$ cat src/rtl/pwrseq_pkg.sv
package pwrseq_pkg;

  typedef enum logic [1:0] {
    CH_OFF    = 2'd0,
    CH_SETTLE = 2'd1,
    CH_ON     = 2'd2
  } ch_state_e;

  function automatic int settle_cycles(input longint clk_hz, input longint gap_us);
    return int'((clk_hz * gap_us) / 64'd1000000);
  endfunction

endpackage

$ cat src/rtl/pwrseq_delay.sv
module pwrseq_delay #(
  parameter int WAIT_CYC = 200
) (
  input  logic clk,
  input  logic rst_n,
  input  logic start,
  input  logic abort,
  output logic expired
);
  localparam int CW = (WAIT_CYC > 2) ? $clog2(WAIT_CYC) : 1;
  localparam logic [CW-1:0] LOAD = CW'(WAIT_CYC - 1);

  logic [CW-1:0] cnt;
  logic          running;

  assign expired = running && (cnt == '0);

  always_ff @(posedge clk or negedge rst_n) begin
    if (!rst_n) begin
      cnt     <= '0;
      running <= 1'b0;
    end else if (abort) begin
      cnt     <= '0;
      running <= 1'b0;
    end else if (start) begin
      cnt     <= LOAD;
      running <= 1'b1;
    end else if (running) begin
      if (cnt == '0) running <= 1'b0;
      else           cnt     <= cnt - 1'b1;
    end
  end

  // the count never leaves its loaded range
  a_r3_cnt_bound: assert property (@(posedge clk) disable iff (!rst_n)
    running |-> (cnt <= LOAD));

  // abort stops the count on the next edge
  a_r5_abort_stops: assert property (@(posedge clk) disable iff (!rst_n)
    abort |=> !running);

endmodule

$ cat src/rtl/pwrseq_chan.sv
module pwrseq_chan
  import pwrseq_pkg::*;
#(
  parameter int WAIT_CYC = 200
) (
  input  logic clk,
  input  logic rst_n,
  input  logic pd_req,
  output logic int_en,
  output logic dcdc_en,
  output logic out_en,
  output logic busy
);
  ch_state_e state, state_nx;
  logic      tmr_start, tmr_abort, tmr_expired;

  assign tmr_start = (state == CH_OFF) && !pd_req;
  assign tmr_abort = pd_req;

  pwrseq_delay #(.WAIT_CYC(WAIT_CYC)) i_delay (
    .clk     (clk),
    .rst_n   (rst_n),
    .start   (tmr_start),
    .abort   (tmr_abort),
    .expired (tmr_expired)
  );

  always_comb begin
    state_nx = state;
    unique case (state)
      CH_OFF:    if (!pd_req) state_nx = CH_SETTLE;
      CH_SETTLE: if (pd_req) state_nx = CH_OFF;
                 else if (tmr_expired) state_nx = CH_ON;
      CH_ON:     if (pd_req) state_nx = CH_OFF;
      default:   state_nx = CH_OFF;
    endcase
  end

  always_ff @(posedge clk or negedge rst_n) begin
    if (!rst_n) state <= CH_OFF;
    else        state <= state_nx;
  end

  assign int_en  = (state != CH_OFF);
  assign dcdc_en = (state != CH_OFF);
  assign out_en  = (state == CH_ON);
  assign busy    = (state == CH_SETTLE);

  // Checker counter: edges spent in the settling stage
  int chk_cnt;
  always_ff @(posedge clk or negedge rst_n) begin
    if (!rst_n)    chk_cnt <= 0;
    else if (busy) chk_cnt <= chk_cnt + 1;
    else           chk_cnt <= 0;
  end

  // the output stage only with both supply enables
  a_r3_out_needs_supply: assert property (@(posedge clk) disable iff (!rst_n)
    out_en |-> (int_en && dcdc_en));

  // output enable rises exactly after the full gap
  a_r3_gap_exact: assert property (@(posedge clk) disable iff (!rst_n)
    $rose(out_en) |-> (chk_cnt == WAIT_CYC));

  // the first stage raises both supplies together, output still off
  a_r2_first_stage: assert property (@(posedge clk) disable iff (!rst_n)
    $rose(int_en) |-> ($rose(dcdc_en) && !out_en && busy));

  // a power-down request clears everything on the next edge
  a_r4_drop_all: assert property (@(posedge clk) disable iff (!rst_n)
    pd_req |=> (!int_en && !dcdc_en && !out_en && !busy));

  // a held power-up request on a running channel keeps it running
  a_r6_hold_on: assert property (@(posedge clk) disable iff (!rst_n)
    (!pd_req && out_en) |=> (out_en && !busy));

endmodule

$ cat src/rtl/chan_pwr_sequencer.sv
module chan_pwr_sequencer
  import pwrseq_pkg::*;
#(
  parameter int NUM_CH    = 4,
  parameter int CLK_HZ    = 1_000_000,
  parameter int SETTLE_US = 200
) (
  input  logic              clk,
  input  logic              rst_n,
  input  logic [NUM_CH-1:0] pd_req,
  output logic [NUM_CH-1:0] int_en,
  output logic [NUM_CH-1:0] dcdc_en,
  output logic [NUM_CH-1:0] out_en,
  output logic [NUM_CH-1:0] busy
);
  localparam int WAIT_RAW = settle_cycles(longint'(CLK_HZ), longint'(SETTLE_US));
  localparam int WAIT_CYC = (WAIT_RAW < 2) ? 2 : WAIT_RAW;

  for (genvar g = 0; g < NUM_CH; g++) begin : g_ch
    pwrseq_chan #(.WAIT_CYC(WAIT_CYC)) i_chan (
      .clk     (clk),
      .rst_n   (rst_n),
      .pd_req  (pd_req[g]),
      .int_en  (int_en[g]),
      .dcdc_en (dcdc_en[g]),
      .out_en  (out_en[g]),
      .busy    (busy[g])
    );
  end

  // right after reset nothing is enabled
  a_r1_reset_off: assert property (@(posedge clk)
    $rose(rst_n) |-> (int_en == '0 && out_en == '0 && busy == '0));

endmodule

$ cat config.mk
export PLATFORM = sky130hd
export DESIGN_NAME = chan_pwr_sequencer
export DESIGN_NICKNAME = d
export VERILOG_FILES = /design/src/rtl/pwrseq_pkg.sv /design/src/rtl/pwrseq_delay.sv /design/src/rtl/pwrseq_chan.sv /design/src/rtl/chan_pwr_sequencer.sv
export SDC_FILE = /design/constraint.sdc
export NUM_CORES = 1
export LEC_CHECK = 0
export BUFFER_PORTS_ARGS = -buffer_cell sky130_fd_sc_hd__buf_2
export CORE_MARGIN = 2
export CORE_UTILIZATION = 45
export CTS_CLUSTER_SIZE = 24
export DETAILED_ROUTE_END_ITERATION = 12
export GPL_ROUTABILITY_DRIVEN = 0
export HOLD_SLACK_MARGIN = 0.05
export PLACE_DENSITY = 0.61
export RECOVER_POWER = 50
export SKIP_CTS_REPAIR_TIMING = 1
export SYNTH_ARGS = -nofsm -noshare
export SYNTH_HDL_FRONTEND = slang
export SYNTH_HIERARCHICAL = 1
export SYNTH_SLANG_ARGS = --single-unit
export TNS_END_PERCENT = 100
$ cat constraint.sdc
create_clock -name clk -period 1.8 [get_ports clk]
set_clock_uncertainty 0.1 [all_clocks]
set_input_delay 0.09 -clock clk [delete_from_list [all_inputs] [get_ports clk]]
set_output_delay 0.09 -clock clk [all_outputs]
set_load 0.02 [all_outputs]
After elaboration in Yosys (flattened, before gate mapping)
Index checks and enable logic that the tools add are counted.
{ "word_totals": {"input_bits": 6, "reg_bits": 44, "wordCells": 128, "out_inout_bits": 16} }
{ "op_classes": {"n_reduce_logical": 36, "mux": 52, "n_addsub": 4, "eq_ne": 24} }
{ "ops": {"columns": ["operator", "n"], "rows": [
  ["8-bit 2-to-1 mux", 16],
  ["8-bit logical NOT", 4],
  ["2-bit 2-to-1 mux", 16],
  ["8-bit by 1-bit subtractor with 8-bit output, second input constant", 4],
  ["3-bit inequality test, second input constant", 8],
  ["2-bit case mux with 3 select lines", 4],
  ["1-bit 2-to-1 mux", 16],
  ["2-bit inequality test, second input constant", 8],
  ["3-bit AND reduction", 4],
  ["3-bit nonzero test", 4],
  ["2-bit by 1-bit equality test with 1-bit output, second input constant", 4],
  ["2-bit equality test, second input constant", 4],
  ["1-bit logical AND", 8],
  ["2-bit logical NOT", 4],
  ["2-bit AND reduction", 4],
  ["2-bit nonzero test", 4],
  ["1-bit logical NOT", 4]
]} }

Depth between registers and ports, before layout
{ "logic_depth": {"depth_word": 5, "mapped_depth": 7, "ltp_nobuf": 6} }

Cells and area by module
The synthesis kept the hierarchy.
{ "modules_own_cells": {"columns": ["module", "seq_area_each_um2", "area_per_inst_um2", "instances", "cells_per_inst"], "rows": [
  ["pwrseq_delay", 225.2, 508.0, 4, 52],
  ["pwrseq_chan", 50.0, 116.4, 4, 11]
]} }

Least setup slack after synthesis
OpenSTA, ideal clock, no wires.
{ "synth_path": {"path_kind": "reg2reg", "from": "register g_ch[0].i_chan.i_delay.cnt[0]", "to": "register g_ch[0].i_chan.i_delay.cnt[4]", "setup_time_ns": 0.145, "setup_slack_ns": -0.038, "stages_incl_launch_ff": 8, "n_path_buf": 1, "required_ns": 1.555, "period_less_slack_ns": 1.838, "t_arrival_ns": 1.593, "cell_sequence": "dfrtp_1 > inv_1 > ha_1 > or4b_1 > clkbuf_2 > o2111ai_1 > xor2_1 > nor3_1"} }
{ "synth_between": {"elab_chain_cells": 5, "elab_cells_between_ends": 8, "cone_classes": "add/sub: 1; eq/ne: 1; mux: 4; reduce/logical: 2"} }
{ "synth_lines": {"columns": ["item", "line", "source"], "rows": [
  ["start: declaration", "pwrseq_delay.sv:13", "logic [CW-1:0] cnt;"],
  ["start signal: assignment", "pwrseq_delay.sv:30", "else cnt <= cnt - 1'b1;"],
  ["8-bit by 1-bit subtractor with 8-bit output", "pwrseq_delay.sv:30", null],
  ["8-bit 2-to-1 mux", "pwrseq_delay.sv:29", "if (cnt == '0) running <= 1'b0;"],
  ["8-bit 2-to-1 mux", "pwrseq_delay.sv:28", "end else if (running) begin"],
  ["8-bit 2-to-1 mux", "pwrseq_delay.sv:25", "end else if (start) begin"],
  ["8-bit 2-to-1 mux", "pwrseq_delay.sv:22", "end else if (abort) begin"]
]} }
Parallel ways exist; a longest one is shown, timed or not. The select of a mux whose other input is x is not followed.
A chain may end at the register's enable or synchronous reset.

Final worst setup path
{ "layout_path": {"from": "register g_ch[2].i_chan.i_delay.cnt[1]", "to": "register g_ch[2].i_chan.i_delay.cnt[6]"} }
{ "layout_between": {"elab_chain_cells": 5, "elab_cells_between_ends": 8, "cone_classes": "add/sub: 1; eq/ne: 1; mux: 4; reduce/logical: 2"} }
{ "layout_lines": {"columns": ["item", "line"], "rows": [
  ["start: declaration", "pwrseq_delay.sv:13"],
  ["start signal: assignment", "pwrseq_delay.sv:30"],
  ["8-bit by 1-bit subtractor with 8-bit output", "pwrseq_delay.sv:30"],
  ["8-bit 2-to-1 mux", "pwrseq_delay.sv:29"],
  ["8-bit 2-to-1 mux", "pwrseq_delay.sv:28"],
  ["8-bit 2-to-1 mux", "pwrseq_delay.sv:25"],
  ["8-bit 2-to-1 mux", "pwrseq_delay.sv:22"]
]} }
Parallel ways exist; a longest one is shown, timed or not. The select of a mux whose other input is x is not followed.

==> summary.json <==
{
  "rr_startpoint": {"value": "g_ch[2].i_chan/i_delay/cnt[1]"},
  "hold_path_startpoint": {"value": "pd_req[3]"},
  "vias_after_detailed_routing": {"value": 1989},
  "crit_required": {"value": 1.88, "unit": "ns"},
  "ff2ff_setup_slack": {"value": -0.06, "unit": "ns"},
  "placed_area": {"value": 2880, "unit": "um2"},
  "place.detailed.instances": {"value": 363},
  "hold_path.class": {"value": "in2reg"},
  "final.setup.worst_slack": {"value": -0.0631, "unit": "ns"},
  "failed_checks": {"value": "setup timing"},
  "run_status": {"value": "finished with violations"},
  "multi_input_logic_area": {"value": 1430, "unit": "um2"},
  "grt_antenna_before_repair": {"value": 0},
  "nets": {"value": 323},
  "cp.arrival": {"value": 1.94, "unit": "ns"},
  "synth.largest_area_cell": {"value": "sky130_fd_sc_hd__dfrtp_1"},
  "p_switching": {"value": 885, "unit": "uW"},
  "ys_seq_elements": {"value": 44},
  "clock_sinks": {"value": 44},
  "power.sequential.fraction": {"value": 40.5, "unit": "%"},
  "synth.lib_cells_used.distinct": {"value": 28},
  "share_comb_of_total_power": {"value": 31.1, "unit": "%"},
  "port-buffer-count": {"value": 21},
  "maxCapViolations": {"value": 0},
  "drt_iter0_markers": {"value": 65},
  "cell_types_occupying_the_most_area_after_synthesis": {"value": "sky130_fd_sc_hd__dfrtp_1, sky130_fd_sc_hd__xor2_1, sky130_fd_sc_hd__nor3_1"},
  "start_kind": {"value": "flop"},
  "rsz0062_at_grt": {"value": "true"},
  "crit_path_end_kind": {"value": "flop"},
  "timing.max_slew.rel_slack": {"value": 52.7, "unit": "%"},
  "fin_area": {"value": 3240, "unit": "um2"},
  "standard_cell_with_the_maximum_stage_delay_on_the_critical_path": {"value": "sky130_fd_sc_hd__or4b_4"},
  "core-area": {"value": 5440, "unit": "um2"},
  "timing.final.crit_share": {"value": 104, "unit": "%"},
  "clock_slew_at_reported_path_ffs": {"value": 0.08, "unit": "ns"},
  "period_minus_slack": {"value": 1.86, "unit": "ns"},
  "slew_violations": {"value": 0},
  "tritoncts": {"value": "built"},
  "tightestPinTransition": {"value": 0.710, "unit": "ns"},
  "reg2reg_to": {"value": "g_ch[2].i_chan/i_delay/cnt[6]"},
  "power_switching_share": {"value": 30.6, "unit": "%"},
  "tritoncts.num_buffers": {"value": 5},
  "achievable-frequency": {"value": 537, "unit": "MHz"},
  "ctsHtreeMaxLevel": {"value": 2},
  "total_power": {"value": 2.89, "unit": "mW"},
  "initial_utilization": {"value": 45.9, "unit": "%"},
  "post-route-drc-count": {"value": 0},
  "number_of_global_route_vias_before_repair": {"value": 1839},
  "final_layout_size_suffix_gt1_share": {"value": 38.7, "unit": "%"},
  "post_synth_instance_area": {"value": 2500, "unit": "um2"},
  "reg2reg_depth": {"value": 7},
  "synthDominantCellAreaShare": {"value": 44.1, "unit": "%"},
  "largest_net_degree_at_the_start_of_global_routing": {"value": 31},
  "globalRouteTotalUtil": {"value": 16.3, "unit": "%"},
  "synth_sequential_area_ratio": {"value": 44.1, "unit": "%"},
  "top_library_cells_by_usage_in_the_layout_fill_and_taps_aside": {"value": "sky130_fd_sc_hd__dfrtp_1, sky130_fd_sc_hd__buf_4, sky130_fd_sc_hd__nor2_1"},
  "timing.critical_path.cells": {"value": "inv_2 -> ha_4 -> or4b_4 -> buf_4 -> nand3_1 -> xor2_1 -> a21oi_1"},
  "core.rowCount": {"value": 27},
  "die_width": {"value": 78.5, "unit": "um"},
  "drtAntennaViolNets": {"value": 0},
  "cts-root-to-sink-buffers": {"value": 2},
  "sequential_cell_area": {"value": 1100, "unit": "um2"},
  "synthArstFlopShare": {"value": 100, "unit": "%"},
  "power.density": {"value": 892, "unit": "nW/um2"},
  "post_synth.cell_area_avg": {"value": 9.91, "unit": "um2"},
  "share_clk_of_total_power": {"value": 28.4, "unit": "%"},
  "tns": {"value": -0.362, "unit": "ns"},
  "post_drt_wl_per_cell": {"value": 12.9, "unit": "um"},
  "critical_path.max_stage_delay": {"value": 0.51, "unit": "ns"},
  "die-height": {"value": 78.5, "unit": "um"},
  "yosys_warnings": {"value": 6},
  "syn-instance-count": {"value": 252},
  "top_cell_family_by_delay_on_the_critical_path": {"value": "simple AND/OR/NAND/NOR gates"},
  "area_growth_syn_to_layout": {"value": 29.8, "unit": "%"},
  "cts_root_buffer": {"value": "sky130_fd_sc_hd__clkbuf_8"},
  "finalSetupViolCount": {"value": 13},
  "layout.cells.most_common": {"value": "sky130_fd_sc_hd__dfrtp_1"},
  "fin_cells": {"value": 382},
  "finalHoldWorstSlack": {"value": 0.0304, "unit": "ns"},
  "leakage": {"value": 1.44, "unit": "nW"},
  "intPower": {"value": 2.01, "unit": "mW"},
  "route.detailed.vias_per_inst": {"value": 5.21},
  "timing.critical_path.buf_inv": {"value": 2},
  "diodes": {"value": 0},
  "grt_pass1_wl": {"value": 7950, "unit": "um"},
  "hpwlAfterDp": {"value": 3390, "unit": "um"},
  "fp.dieArea": {"value": 6160, "unit": "um2"},
  "final-hold-violation-count": {"value": 0},
  "synth-edff-count": {"value": 0},
  "fillers": {"value": 442},
  "min_path_cells": {"value": 2},
  "power.ir.vdd_worst": {"value": 0.000470, "unit": "V"},
  "grt_overflow": {"value": 0},
  "critical_path_class": {"value": "reg2reg"},
  "synth.net_count": {"value": 266},
  "pin_count": {"value": 22},
  "hold_end": {"value": "g_ch[3].i_chan/i_delay/cnt[6]"},
  "worstPathMaxFanout": {"value": 6},
  "worst_skew_pair.late_latency": {"value": 0.30, "unit": "ns"},
  "yosys_most_used_dff": {"value": "sky130_fd_sc_hd__dfrtp_1"},
  "drt-pass1-iter-count": {"value": 4},
  "wl": {"value": 4930, "unit": "um"}
}
Yosys cell counts (all sizes together), types with 8 or more instances:
cell type,number
a21oi,16
nor2,28
ha,8
nor3,28
inv,20
dfrtp,44
buf,8
nand4,8
xor2,20
cell families after synthesis:
| family | share of synthesized area, % |
|---|---|
| xor+xnor | 8.42 |
| fa+ha+maj | 4.01 |
| flops | 44.1 |
| compound gates | 13.2 |
| buf+inv | 5.61 |
| simple gates | 23.0 |
| mux | 1.60 |
metal layers:
| metal | GRT usage [%] | wire, um |
|---|---|---|
| met5 | 0 | 0 |
| met4 | 7.02 | 91 |
| met3 | 3.79 | 116 |
| met2 | 26.6 | 2470 |
| met1 | 20.8 | 2250 |
registers in the layout, summed over array words and instances, names as in the netlist:
name and count:
g_ch.i_chan/i_delay/running 4, g_ch.i_chan/state 8, g_ch.i_chan/i_delay/cnt 32
how the worst max path moves through the flow:
stage	slack [ns]	start	to	depth (start not counted)
after floorplan	-0.04	g_ch[0].i_chan/i_delay/cnt[0]	g_ch[0].i_chan/i_delay/cnt[1]	6
after global placement	-0.12	g_ch[0].i_chan/i_delay/cnt[0]	g_ch[0].i_chan/i_delay/cnt[1]	5
after detailed placement	-0.15	g_ch[2].i_chan/i_delay/cnt[1]	g_ch[2].i_chan/i_delay/cnt[3]	6
after CTS	-0.17	g_ch[2].i_chan/i_delay/cnt[1]	g_ch[2].i_chan/i_delay/cnt[1]	5
after global routing	-0.13	g_ch[3].i_chan/i_delay/cnt[1]	g_ch[3].i_chan/i_delay/cnt[2]	6
final	-0.06	g_ch[2].i_chan/i_delay/cnt[1]	g_ch[2].i_chan/i_delay/cnt[6]	7
area by class of cell:
class                      instances  area share [%]
clock buffer                       7            2.97
inverter                          20            2.32
clock inverter                     1           0.926
tap                               72            2.78
timing repair buffer              62            12.8
sequential                        44            34.0
multi-input combinational        176            44.2
power groups by stage:
stage | Sequential (mW) | Clock (mW) | Combinational [mW]
after floorplan | 1.18 | 0 | 0.504
after global routing | 1.19 | 0.890 | 0.990
after CTS | 1.16 | 0.852 | 0.740
after detailed placement | 1.18 | 0 | 0.737
after global placement | 1.18 | 0 | 0.724
final | 1.17 | 0.822 | 0.898
stage by stage:
step	util [%]	setup WS [ns]
2_1_floorplan	-	-0.0363
3_3_place_gp	52.9	-0.122
3_5_place_dp	52.9	-0.152
4_1_cts	55.2	-0.169
5_1_grt	59.6	-0.127
6_report	59.6	-0.0631
No activity file was read; power rests on OpenSTA's default activity.
